===== src/rtl/dualmem_pkg.sv =====
package dualmem_pkg;
  localparam int ADDR_W   = 22;
  localparam int SHARED_W = 20;
  localparam int DATA_W   = 16;
  localparam int LANES    = DATA_W / 8;

  typedef enum logic {TGT_FLASH = 1'b0, TGT_PSRAM = 1'b1} tgt_e;

  typedef enum logic [2:0] {
    ST_IDLE, ST_TURN, ST_WAKE, ST_ACC, ST_FIN
  } st_e;

  typedef struct packed {
    tgt_e              tgt;
    logic              we;
    logic [ADDR_W-1:0] addr;
    logic [DATA_W-1:0] wdata;
    logic [LANES-1:0]  be;
  } req_t;
endpackage


===== src/rtl/dualmem_cnt.sv =====
module dualmem_cnt #(
  parameter int W = 3
) (
  input  logic         clk,
  input  logic         rst_n,
  input  logic         load,
  input  logic [W-1:0] load_val,
  output logic         zero
);
  logic [W-1:0] cnt_q, cnt_d;

  always_comb begin
    cnt_d = cnt_q;
    if (load)              cnt_d = load_val;
    else if (cnt_q != '0)  cnt_d = cnt_q - 1'b1;
  end

  always_ff @(posedge clk or negedge rst_n) begin
    if (!rst_n) cnt_q <= '0;
    else        cnt_q <= cnt_d;
  end

  assign zero = (cnt_q == '0);
endmodule


===== src/rtl/dualmem_fsm.sv =====
module dualmem_fsm
  import dualmem_pkg::*;
#(
  parameter int FL_RD_WAIT = 3,
  parameter int FL_WR_WAIT = 2,
  parameter int PS_RD_WAIT = 2,
  parameter int PS_WR_WAIT = 3,
  parameter int PS_WAKE    = 5,
  parameter int CW         = 3
) (
  input  logic              clk,
  input  logic              rst_n,
  input  logic              req_valid,
  input  req_t              req_in,
  input  logic              pd_req,
  input  logic [DATA_W-1:0] dq_i,
  input  logic              cnt_zero,
  output logic              cnt_load,
  output logic [CW-1:0]     cnt_val,
  output st_e               state,
  output req_t              cur,
  output logic              sleeping,
  output logic              ready,
  output logic              done,
  output logic [DATA_W-1:0] rdata
);
  st_e  state_d;
  req_t cur_d;
  tgt_e last_q, last_d;
  logic sleep_d, wake_only_q, wake_only_d, rd_en;

  function automatic logic [CW-1:0] wait_of(input req_t r);
    int n;
    if (r.tgt == TGT_PSRAM) n = r.we ? PS_WR_WAIT : PS_RD_WAIT;
    else                    n = r.we ? FL_WR_WAIT : FL_RD_WAIT;
    return CW'(n - 1);
  endfunction

  always_comb begin
    state_d     = state;
    cur_d       = cur;
    sleep_d     = sleeping;
    last_d      = last_q;
    wake_only_d = wake_only_q;
    cnt_load    = 1'b0;
    cnt_val     = '0;
    rd_en       = 1'b0;
    unique case (state)
      ST_IDLE: begin
        if (req_valid) begin
          cur_d       = req_in;
          wake_only_d = 1'b0;
          if (req_in.tgt != last_q) begin
            state_d = ST_TURN;
          end else if (req_in.tgt == TGT_PSRAM && sleeping) begin
            state_d  = ST_WAKE;
            sleep_d  = 1'b0;
            cnt_load = 1'b1;
            cnt_val  = CW'(PS_WAKE - 1);
          end else begin
            state_d  = ST_ACC;
            cnt_load = 1'b1;
            cnt_val  = wait_of(req_in);
          end
        end else if (pd_req && !sleeping) begin
          sleep_d = 1'b1;
        end else if (!pd_req && sleeping) begin
          state_d     = ST_WAKE;
          sleep_d     = 1'b0;
          wake_only_d = 1'b1;
          cnt_load    = 1'b1;
          cnt_val     = CW'(PS_WAKE - 1);
        end
      end
      ST_TURN: begin
        cnt_load = 1'b1;
        if (cur.tgt == TGT_PSRAM && sleeping) begin
          state_d = ST_WAKE;
          sleep_d = 1'b0;
          cnt_val = CW'(PS_WAKE - 1);
        end else begin
          state_d = ST_ACC;
          cnt_val = wait_of(cur);
        end
      end
      ST_WAKE: begin
        if (cnt_zero) begin
          if (wake_only_q) begin
            state_d = ST_IDLE;
          end else begin
            state_d  = ST_ACC;
            cnt_load = 1'b1;
            cnt_val  = wait_of(cur);
          end
        end
      end
      ST_ACC: begin
        if (cnt_zero) begin
          state_d = ST_FIN;
          last_d  = cur.tgt;
          rd_en   = !cur.we;
        end
      end
      default: state_d = ST_IDLE;
    endcase
  end

  always_ff @(posedge clk or negedge rst_n) begin
    if (!rst_n) begin
      state       <= ST_IDLE;
      cur         <= '0;
      sleeping    <= 1'b0;
      last_q      <= TGT_FLASH;
      wake_only_q <= 1'b0;
    end else begin
      state       <= state_d;
      cur         <= cur_d;
      sleeping    <= sleep_d;
      last_q      <= last_d;
      wake_only_q <= wake_only_d;
    end
  end

  always_ff @(posedge clk or negedge rst_n) begin
    if (!rst_n)     rdata <= '0;
    else if (rd_en) rdata <= dq_i;
  end

  assign ready = (state == ST_IDLE);
  assign done  = (state == ST_FIN);


  done_pulse_chk: assert property (@(posedge clk) disable iff (!rst_n)
    done |=> !done);

  ready_drop_chk: assert property (@(posedge clk) disable iff (!rst_n)
    (ready && req_valid) |=> !ready);

  wake_entry_chk: assert property (@(posedge clk) disable iff (!rst_n)
    $fell(sleeping) |-> state == ST_WAKE);
endmodule


===== src/rtl/dualmem_pins.sv =====
module dualmem_pins
  import dualmem_pkg::*;
(
  input  logic              clk,
  input  logic              rst_n,
  input  st_e               state,
  input  req_t              cur,
  input  logic              sleeping,
  output logic [ADDR_W-1:0] addr_o,
  output logic [DATA_W-1:0] dq_o,
  output logic              dq_oe,
  output logic              fl_ce_n,
  output logic              fl_oe_n,
  output logic              fl_we_n,
  output logic              ps_ce1_n,
  output logic              ps_ce2,
  output logic              ps_oe_n,
  output logic              ps_we_n,
  output logic [LANES-1:0]  ps_bl_n
);
  logic acc, fl_act, ps_act;

  assign acc    = (state == ST_ACC);
  assign fl_act = acc && (cur.tgt == TGT_FLASH);
  assign ps_act = acc && (cur.tgt == TGT_PSRAM);

  assign fl_ce_n  = !fl_act;
  assign fl_oe_n  = !(fl_act && !cur.we);
  assign fl_we_n  = !(fl_act && cur.we);
  assign ps_ce1_n = !ps_act;
  assign ps_ce2   = !sleeping;
  assign ps_oe_n  = !(ps_act && !cur.we);
  assign ps_we_n  = !(ps_act && cur.we);
  assign dq_oe    = acc && cur.we;
  assign dq_o     = dq_oe ? cur.wdata : '0;

  for (genvar g = 0; g < LANES; g++) begin : g_lane
    assign ps_bl_n[g] = !(ps_act && cur.be[g]);
  end

  always_comb begin
    addr_o = '0;
    if (fl_act)      addr_o = cur.addr;
    else if (ps_act) addr_o = {{(ADDR_W-SHARED_W){1'b0}}, cur.addr[SHARED_W-1:0]};
  end


  excl_ce_chk: assert property (@(posedge clk) disable iff (!rst_n)
    !(!fl_ce_n && !ps_ce1_n));

  turn_gap_chk: assert property (@(posedge clk) disable iff (!rst_n)
    !fl_ce_n |=> ps_ce1_n ##1 ps_ce1_n);

  upper_addr_chk: assert property (@(posedge clk) disable iff (!rst_n)
    !ps_ce1_n |-> addr_o[ADDR_W-1:SHARED_W] == '0);

  pd_quiet_chk: assert property (@(posedge clk) disable iff (!rst_n)
    !ps_ce2 |-> (ps_ce1_n && (&ps_bl_n)));

  drive_chk: assert property (@(posedge clk) disable iff (!rst_n)
    dq_oe |-> (fl_oe_n && ps_oe_n));
endmodule


===== src/rtl/dualmem_bus_ctrl.sv =====
module dualmem_bus_ctrl
  import dualmem_pkg::*;
#(
  parameter int FL_RD_WAIT = 3,
  parameter int FL_WR_WAIT = 2,
  parameter int PS_RD_WAIT = 2,
  parameter int PS_WR_WAIT = 3,
  parameter int PS_WAKE    = 5
) (
  input  logic              clk,
  input  logic              rst_n,
  input  logic              req_valid,
  output logic              req_ready,
  input  logic              req_psram,
  input  logic              req_we,
  input  logic [ADDR_W-1:0] req_addr,
  input  logic [DATA_W-1:0] req_wdata,
  input  logic [LANES-1:0]  req_be,
  input  logic              pd_req,
  output logic              done,
  output logic [DATA_W-1:0] rdata,
  output logic [ADDR_W-1:0] addr_o,
  output logic [DATA_W-1:0] dq_o,
  output logic              dq_oe,
  input  logic [DATA_W-1:0] dq_i,
  output logic              fl_ce_n,
  output logic              fl_oe_n,
  output logic              fl_we_n,
  output logic              fl_rst_n,
  output logic              ps_ce1_n,
  output logic              ps_ce2,
  output logic              ps_oe_n,
  output logic              ps_we_n,
  output logic [LANES-1:0]  ps_bl_n
);
  localparam int M1   = (FL_RD_WAIT > FL_WR_WAIT) ? FL_RD_WAIT : FL_WR_WAIT;
  localparam int M2   = (PS_RD_WAIT > PS_WR_WAIT) ? PS_RD_WAIT : PS_WR_WAIT;
  localparam int M3   = (M1 > M2) ? M1 : M2;
  localparam int MAXC = (M3 > PS_WAKE) ? M3 : PS_WAKE;
  localparam int CW   = (MAXC > 1) ? $clog2(MAXC) : 1;

  req_t          req_in, cur;
  st_e           state;
  logic          sleeping, cnt_zero, cnt_load;
  logic [CW-1:0] cnt_val;

  assign req_in = '{tgt:   req_psram ? TGT_PSRAM : TGT_FLASH,
                    we:    req_we,
                    addr:  req_addr,
                    wdata: req_wdata,
                    be:    req_be};

  always_ff @(posedge clk or negedge rst_n) begin
    if (!rst_n) fl_rst_n <= 1'b0;
    else        fl_rst_n <= 1'b1;
  end

  dualmem_cnt #(.W(CW)) u_cnt (
    .clk(clk), .rst_n(rst_n), .load(cnt_load), .load_val(cnt_val), .zero(cnt_zero)
  );

  dualmem_fsm #(
    .FL_RD_WAIT(FL_RD_WAIT), .FL_WR_WAIT(FL_WR_WAIT),
    .PS_RD_WAIT(PS_RD_WAIT), .PS_WR_WAIT(PS_WR_WAIT),
    .PS_WAKE(PS_WAKE), .CW(CW)
  ) u_fsm (
    .clk(clk), .rst_n(rst_n), .req_valid(req_valid), .req_in(req_in),
    .pd_req(pd_req), .dq_i(dq_i), .cnt_zero(cnt_zero), .cnt_load(cnt_load),
    .cnt_val(cnt_val), .state(state), .cur(cur), .sleeping(sleeping),
    .ready(req_ready), .done(done), .rdata(rdata)
  );

  dualmem_pins u_pins (
    .clk(clk), .rst_n(rst_n), .state(state), .cur(cur), .sleeping(sleeping),
    .addr_o(addr_o), .dq_o(dq_o), .dq_oe(dq_oe),
    .fl_ce_n(fl_ce_n), .fl_oe_n(fl_oe_n), .fl_we_n(fl_we_n),
    .ps_ce1_n(ps_ce1_n), .ps_ce2(ps_ce2), .ps_oe_n(ps_oe_n),
    .ps_we_n(ps_we_n), .ps_bl_n(ps_bl_n)
  );


  flash_rst_chk: assert property (@(posedge clk) disable iff (!rst_n)
    !fl_ce_n |-> fl_rst_n);
endmodule


===== config.mk =====
export PLATFORM = sky130hd
export DESIGN_NAME = dualmem_bus_ctrl
export DESIGN_NICKNAME = d
export VERILOG_FILES = /design/src/rtl/dualmem_pkg.sv /design/src/rtl/dualmem_cnt.sv /design/src/rtl/dualmem_fsm.sv /design/src/rtl/dualmem_pins.sv /design/src/rtl/dualmem_bus_ctrl.sv
export SDC_FILE = /design/constraint.sdc
export NUM_CORES = 1
export LEC_CHECK = 0
export BUFFER_PORTS_ARGS = -buffer_cell sky130_fd_sc_hd__clkbuf_2
export CAP_MARGIN = 20
export CORE_AREA = 3 3 85 103
export DETAILED_ROUTE_END_ITERATION = 7
export DIE_AREA = 0 0 88 106
export PLACE_DENSITY = 0.77
export SLEW_MARGIN = 20
export SYNTH_ARGS = -nofsm -noshare
export SYNTH_HDL_FRONTEND = slang
export SYNTH_SLANG_ARGS = --single-unit

===== constraint.sdc =====
create_clock -name clk -period 1.6 [get_ports clk]
set_input_delay 0.16 -clock clk [delete_from_list [all_inputs] [get_ports clk]]
set_output_delay 0.16 -clock clk [all_outputs]
set_load 0.005 [all_outputs]

==> results of run 1 <==
[kinds of logic (layout without fill, tap and decap cells)]
kind of cell / after synthesis / count (layout)
AND/OR/NAND/NOR: 78 / 79
flip-flops: 68 / 68
multiplexers: 60 / 60
buffers and inverters: 27 / 197
AO/OA/AOI/OAI: 23 / 23
adder cells (fa/ha/maj): 4 / 4
XOR/XNOR: 2 / 2
other: 1 / 1
[power breakdown]
group | internal, mW | leakage [nW] | total (mW) | switching, mW
registers | 2.57 | 0.820 | 3.16 | 0.584
logic | 2.97 | 1.62 | 4.96 | 2.00
clock network | 0.727 | 0.104 | 1.42 | 0.695
[per-stage QoR]
stage | hold WS, ns | util [%] | instances | TNS, ns | instance area [µm²]
floorplan | -0.136 | - | 263 | -0.916 | 3470
global placement | 0.157 | 55.6 | 489 | 0 | 4310
detailed placement | 0.162 | 55.6 | 489 | -0.177 | 4310
CTS | 0.0287 | 61.0 | 515 | -8.46 | 4730
global route | 0.0245 | 63.7 | 526 | -12.98 | 4940
finish | 0.0423 | 63.7 | 526 | -7.63 | 4940
[layer usage]
layer  vias to the layer above  track usage [%]
li1                       1248                -
met1                      1322             22.1
met2                       119             33.1
met3                        20             5.58
met4                         0             7.13
met5                         -                0
[worst min path at each step]
stage	cells after the start	endpoint	slack, ns	from
4_1_cts	2	u_fsm.rdata[2]$_DFFE_PN0P_	0.03	dq_i[2]
3_3_place_gp	1	fl_rst_n$_DFF_PN0_	0.16	rst_n
5_1_grt	2	u_fsm.cur[12]$_DFFE_PN0N_	0.02	req_wdata[10]
2_1_floorplan	0	fl_rst_n$_DFF_PN0_	-0.14	rst_n
6_report	2	u_fsm.rdata[9]$_DFFE_PN0P_	0.04	dq_i[9]
3_5_place_dp	1	fl_rst_n$_DFF_PN0_	0.16	rst_n
[registers in the layout (all words and copies together), names as in the netlist]
signal / flops
fl_rst_n: 1
u_cnt.cnt_q: 3
u_fsm.cur: 42
u_fsm.last_q: 1
u_fsm.rdata: 16
u_fsm.sleeping: 1
u_fsm.state: 3
u_fsm.wake_only_q: 1
[cell usage after synthesis (all sizes together) (2+ instances only)]
cell	count	share of area, %
nand3	4	0.94
and2	25	4.5
dfrtp	68	49
clkbuf	8	0.87
or3	2	0.36
a22o	2	0.51
and3	16	2.9
o22ai	2	0.36
inv	9	0.97
or2	3	0.61
a221oi	2	0.69
mux2	59	24
ha	4	1.4
a21oi	3	0.43
nor3	7	1.6
o21ai	5	0.72
nand2	6	0.65
nor2b	3	0.54
buf	10	3.9
nor2	9	0.97
[cell usage in the layout, fill, tap and decap left out, types with 3 or more instances in the layout]
cell type,n
and2_1,21
buf_2,9
o21ai_0,3
nor3_4,4
inv_2,3
clkbuf_2,117
and3_1,16
mux2_4,53
buf_4,21
ha_1,3
clkbuf_8,9
nor2_1,8
nand2_1,4
clkinv_4,3
and2_4,5
mux2_2,6
dfrtp_1,65
buf_12,5
inv_1,6
buf_6,12
buf_16,3
nor3_1,3
dfrtp_2,3
nand3_1,3
nor2b_1,3
clkbuf_16,4
[final cells by class]
class | instances | area (µm²) | area share (%)
clock buffer | 9 | 124 | 2.51
multi-input combinational | 169 | 1670 | 33.8
clock inverter | 7 | 75.1 | 1.52
sequential | 68 | 1710 | 34.5
tap | 92 | 115 | 2.33
timing repair buffer | 172 | 1220 | 24.6
inverter | 9 | 33.8 | 0.684
[repair_timing]
| action | CTS | global route |
|---|---|---|
| resized for setup | 21 | 29 |
| endpoints found under the hold margin | 18 | 0 |
| pin swaps | 2 | 9 |
| hold buffers | 1 | 0 |
| setup buffers | 7 | 7 |
| endpoints found under the setup margin | 75 | 108 |
| gates cloned | 3 | 5 |
==> summary.txt, run 1 <==
Setup path
  – Bufs and invs on worst path: 4
  – Slowest stage delay, CP: 0.44 ns
  – Crit Path Class: flip-flop to primary output
  – FF-to-FF End: u_fsm.cur[32]$_DFFE_PN0N_
  – Cell mode on critical path: buf_6
  – Cell breakdown of the critical path: buf_6, nor3_4, buf_6, buf_12, and3_1, buf_2
  – Stages on worst setup path: 6
  – Crit path capture type: primary output
  – Worst-path fanout max: 10
  – CP Launch Point: u_fsm.state[2]$_DFFE_PN0P_
  – CP endpoint: dq_o[6]
  – Crit path DAT: 1.66 ns
  – CP max-delay cell: dfrtp_2
  – R2r worst-path depth: 5
  – R2R Path Start: u_fsm.state[0]$_DFFE_PN0P_
  – CP Launch Type: flip-flop
  – R2r setup slk: -0.10 ns
  – Top Family by Delay on Critical Path: buffers and inverters
  – Required @ worst endpoint: 1.44 ns

Timing
  – Layout Skew: 0.00877 ns
  – Final worst-path cycle share: 114%
  – RSZ-0062 raised after global routing: yes
  – Hold Fails Final Rpt: 0
  – Max transition margin: 64.1%
  – Final setup fails: 75
  – Fmax: 549 MHz
  – Slew @ Worst Pin: 0.539 ns
  – PnR worst setup slack: -0.223 ns
  – Max Transition Viols Final: 0
  – Fin crit period: 1.82 ns

Drt
  – Met3 Wirelength: 602 µm
  – Initial DRC count: 119
  – Avg WL per Cell: 18.0 µm
  – Post-route antenna net violation count: 0
  – Drt total wl: 9450 µm
  – DR WL met2: 4910 µm
  – Top Layer Used: met4
  – First-pass DRT Iterations: 4
  – Vias/cell: 5.15
  – Via count: 2709
  – Met1 wire length: 3750 µm
  – Residual DRC: 0

Power and ir drop
  – Max VDD drop: 1070 µV
  – Leak: 2.55 nW
  – Pwr Total: 9.54 mW
  – Cell Pwr Density: 1930 nW/µm²

Die
  – Initial Utilization: 44.7%
  – Core area: 7750 µm²
  – Die area: 9330 µm²
  – Chip width: 88 µm
  – Boundary Pins: 129
  – Rows: 35
  – Die height: 106 µm

Synthesis
  – Compound-Gate Fraction of Synth Area: 4.91%
  – Synth Warn #: 0
  – Mux contribution to synthesized area: 24.4%
  – Largest family of logic cells by synthesized area: multiplexers
  – Ys flop type: dfrtp_1
  – Yosys reg bits: 68
  – Cell variety after synth: 49
  – Post-Synth Simple-Gate Area: 13.8%
  – Sequential share of the synthesized area: 49.1%
  – Post-synth EDFFs: 0
  – Net Count, Synth: 329
  – Post-synth ARST share: 100%
  – Synth Instances: 263
  – Synth Area in XOR/XNOR: 0.505%
  – Syn Area/Cell: 13.2 µm²
  – Synth Area in Adders: 1.44%
  – Mapped Area: 3470 µm²

Clocking
  – CTS buffer count: 9
  – CTS tree: built
  – H-tree depth: 3
  – Clock slew seen by the registers of the worst setup and hold paths: 0.08 ns
  – Clk buf depth: 2
  – Clock Latency Late Sink: 0.34 ns
  – Clk root buf: clkbuf_8
  – CTS sink cnt: 68

Worst hold path
  – Worst hold-check path type: input pin to flip-flop

Finish
  – Ant diodes: 0
  – Layout cell share with drive strength beyond 1: 62.9%
  – Final-stage net count: 495
  – Fillers: 565
  – Layout overhead on the synthesized area: 42.6%

Global routing
  – Largest net degree at the start of global routing: 31
  – Initial antenna violation count: 0
  – Number of global-route vias before repair: 2853
  – Grt ovf: 0
  – Global-route wire length before repair: 13900 µm
  – Gr usage total: 19.2%

Placement
  – Place WS: -0.0281 ns
  – IO buf count: 128
  – GPL Wtd Cong: 0.917
  – DPL Wire Length: 6090 µm

Run
  – Max Cap Viol: 0

Outcome
  – Status: finished with violations
  – Failing checks: setup timing
No activity file was read; power rests on OpenSTA's default activity.
==> run 2, diff against run 1 <==
Settings changed: ABC_AREA set to 1, CORE_AREA 3 3 85 103 to 3 3 83 101, DIE_AREA 0 0 88 106 to 0 0 86 104.
==> run 2 against run 1 <==
The flow still finishes with violations (setup timing). Utilization is 4.8 points lower. Critical path depth is 1 higher. Synthesized cell count is 55% higher. Die area is 4.1% lower. Non-clock buffer count is 23 lower. First-iteration DRC count is 32% higher. Highest routed layer unchanged.
==> summary.txt, run 2 <==
Timing
  – Final worst-path cycle share: 108%
  – Hold Fails Final Rpt: 0
  – Post-route setup TNS: -3.67 ns
  – PnR worst setup slack: -0.128 ns
  – Layout Skew: 0.0102 ns
  – RSZ-0062 raised after global routing: yes
  – Fin crit period: 1.73 ns
  – Final setup fails: 43
  – Max Transition Viols Final: 0
  – Fmax: 579 MHz

Synthesis
  – Post-synth EDFFs: 0
  – Top-count cell post-synth: nand2_1
  – Yosys reg bits: 68
  – Share of the synthesized area in the top cell type: 51.9%
  – Sequential share of the synthesized area: 51.9%
  – Synth Area in Adders: 1.53%
  – Post-Synth Simple-Gate Area: 26.5%
  – Post-synth ARST share: 100%
  – Synth Warn #: 0
  – Cell taking the most area after synthesis: dfrtp_1
  – Mux contribution to synthesized area: 0%
  – Post-synth top cells: nand2_1, dfrtp_1, inv_1
  – Net Count, Synth: 473
  – Ys flop type: dfrtp_1
  – Largest family of logic cells by synthesized area: simple AND/OR/NAND/NOR gates
  – Synth Area in XOR/XNOR: 0.802%
  – Synth Instances: 407
  – Synth area leaders: dfrtp_1, nand2_1, inv_1
  – Cell variety after synth: 27
  – Mapped Area: 3280 µm²
  – Syn Area/Cell: 8.05 µm²
  – Compound-Gate Fraction of Synth Area: 8.17%

Global routing
  – Global-route wire length before repair: 13000 µm
  – Largest net degree at the start of global routing: 69
  – Number of global-route vias before repair: 2905
  – Initial antenna violation count: 0
  – Grt ovf: 0
  – Gr usage total: 18.1%

Clocking
  – H-tree depth: 3
  – Clk root buf: clkbuf_8
  – Clock slew seen by the registers of the worst setup and hold paths: 0.08 ns
  – CTS tree: built
  – Clock Latency Late Sink: 0.34 ns
  – CTS sink cnt: 68
  – CTS buffer count: 9
  – Clk buf depth: 2

Power and ir drop
  – Cell Pwr Density: 1900 nW/µm²
  – Max VDD drop: 972 µV
  – Leak: 2.42 nW
  – Pwr Total: 8.47 mW

Finish
  – Biggest register: u_fsm.cur
  – Post-route cell area: 4470 µm²
  – Most frequent cells in the layout: clkbuf_2, nand2_1, dfrtp_1
  – Ant diodes: 0
  – Layout overhead on the synthesized area: 36.3%
  – Most common cell after layout, fill and taps aside: clkbuf_2
  – Regs by FF count: u_fsm.cur x42, u_fsm.rdata x16
  – Largest register FFs: 42
  – Final-stage net count: 617
  – Layout cell share with drive strength beyond 1: 35.3%
  – Fillers: 688

Placement
  – Placed instance area: 4010 µm²
  – IO buf count: 128
  – DPL Wire Length: 5660 µm
  – GPL Wtd Cong: 0.883

Worst hold path
  – Worst hold path depth: 3
  – Worst hold-check path type: input pin to flip-flop
  – Hold Path Sink: u_fsm.cur[27]$_DFFE_PN0N_
  – Hold path start: req_addr[9]

Drt
  – Vias/cell: 4.69
  – Initial DRC count: 157
  – First-pass DRT Iterations: 4
  – Residual DRC: 0
  – Drt total wl: 7960 µm
  – Avg WL per Cell: 12.3 µm
  – Post-route antenna net violation count: 0
  – Via count: 3042

Outcome
  – Status: finished with violations
  – Failing checks: setup timing

Die
  – Core area: 7580 µm²
  – Die area: 8940 µm²
  – Rows: 35
  – Initial Utilization: 43.3%
  – Chip width: 86 µm
  – Die height: 104 µm
  – Boundary Pins: 129

Setup path
  – R2R Path Start: u_fsm.state[0]$_DFFE_PN0P_
  – R2r setup slk: 0.07 ns
  – CP Launch Type: flip-flop
  – Required @ worst endpoint: 1.44 ns
  – Bufs and invs on worst path: 4
  – Top Family by Delay on Critical Path: simple AND/OR/NAND/NOR gates
  – Slowest stage delay, CP: 0.38 ns
  – CP max-delay cell: dfrtp_1
  – CP Launch Point: u_fsm.state[0]$_DFFE_PN0P_
  – Crit path DAT: 1.57 ns
  – Cell breakdown of the critical path: inv_2, nor3_4, inv_4, nor2_4, inv_6, nor2_1, clkbuf_2
  – Crit path capture type: primary output
  – Crit Path Class: flip-flop to primary output
  – Worst-path fanout max: 16
  – FF-to-FF End: u_fsm.cur[35]$_DFFE_PN0N_
  – R2r worst-path depth: 6

Run
  – Max Cap Viol: 0
==> run 2: cell types whose count changed after synthesis, moves of 12 or more <==
| cell | delta |
|---|---|
| inv_1 | +51 |
| and2_1 | -25 |
| mux2_4 | -46 |
| o21ai_0 | +41 |
| nor2_1 | +32 |
| nand2_1 | +103 |
| mux2_2 | -12 |
| nand3_1 | +27 |
| and3_1 | -16 |
==> run 2: cell families (layout without fill, tap and decap cells) <==
kind of cell / Yosys count / after routing
compound gates: 52 / 52
xor+xnor: 3 / 3
fa+ha+maj: 4 / 4
buf+inv: 79 / 228
flops: 68 / 68
other cells: 1 / 1
simple gates: 200 / 200
==> run 2: layout make-up <==
class                      instances  area (µm²)  area share (%)
clock buffer                      10         138            3.08
clock inverter                     6         134            3.00
inverter                          63         246            5.52
multi-input combinational        260        1270            28.5
sequential                        68        1700            38.1
tap                               92         115            2.58
timing repair buffer             149         858            19.2
==> run 2: worst register-to-register path, delay by kind of cell, from the launching register on <==
family	cells	cell delay, ns
and+or+nand+nor	3	0.45
buffers and inverters	2	0.41
DFF	1	0.41
AOI/OAI and AO/OA	1	0.14
==> run 2: timing repair <==
action | 4_1_cts | 5_1_grt
hold buffers | 1 | 0
gates cloned | 0 | 0
hold endpoints to repair | 68 | 0
gates resized for setup | 7 | 23
endpoints found under the setup margin | 46 | 110
pin swaps | 2 | 4
buffers inserted | 3 | 9
==> run 2: how the worst max path moves through the flow <==
stage,depth (start not counted),slack (ns),end
final,7,-0.13,dq_o[6]
after global routing,7,-0.25,dq_o[3]
after CTS,6,-0.10,dq_o[6]
after detailed placement,6,0.05,ps_bl_n[0]
after global placement,9,0.09,u_fsm.rdata[13]$_DFFE_PN0P_
after floorplan,10,0.11,u_fsm.rdata[0]$_DFFE_PN0P_
==> run 2: through the flow <==
| step | instances | hold slack [ns] | util, % | setup slack [ns] |
|---|---|---|---|---|
| floorplan | 407 | -0.136 | - | 0.110 |
| detailed placement | 619 | 0.211 | 52.9 | 0.0493 |
| finish | 648 | 0.0195 | 59.0 | -0.128 |
| global route | 648 | 0.0279 | 59.0 | -0.246 |
| CTS | 639 | 0.00825 | 57.2 | -0.101 |
| global placement | 619 | 0.207 | 52.9 | 0.0875 |
==> run 2: report_power, final <==
group	internal [mW]	leakage [nW]	switching (mW)	total, mW
sequential	2.55	0.829	0.379	2.93
combinational	1.48	1.45	2.15	3.63
clock	1.24	0.137	0.662	1.90
total	5.27	2.42	3.19	8.47
==> run 2: metal layers <==
metal	routed length [µm]	GRT usage (%)	vias to the layer above
met5	0	0	-
met4	91	5.77	0
met3	460	3.80	8
met2	4050	30.9	106
met1	3350	22.6	1395
li1	-	-	1533
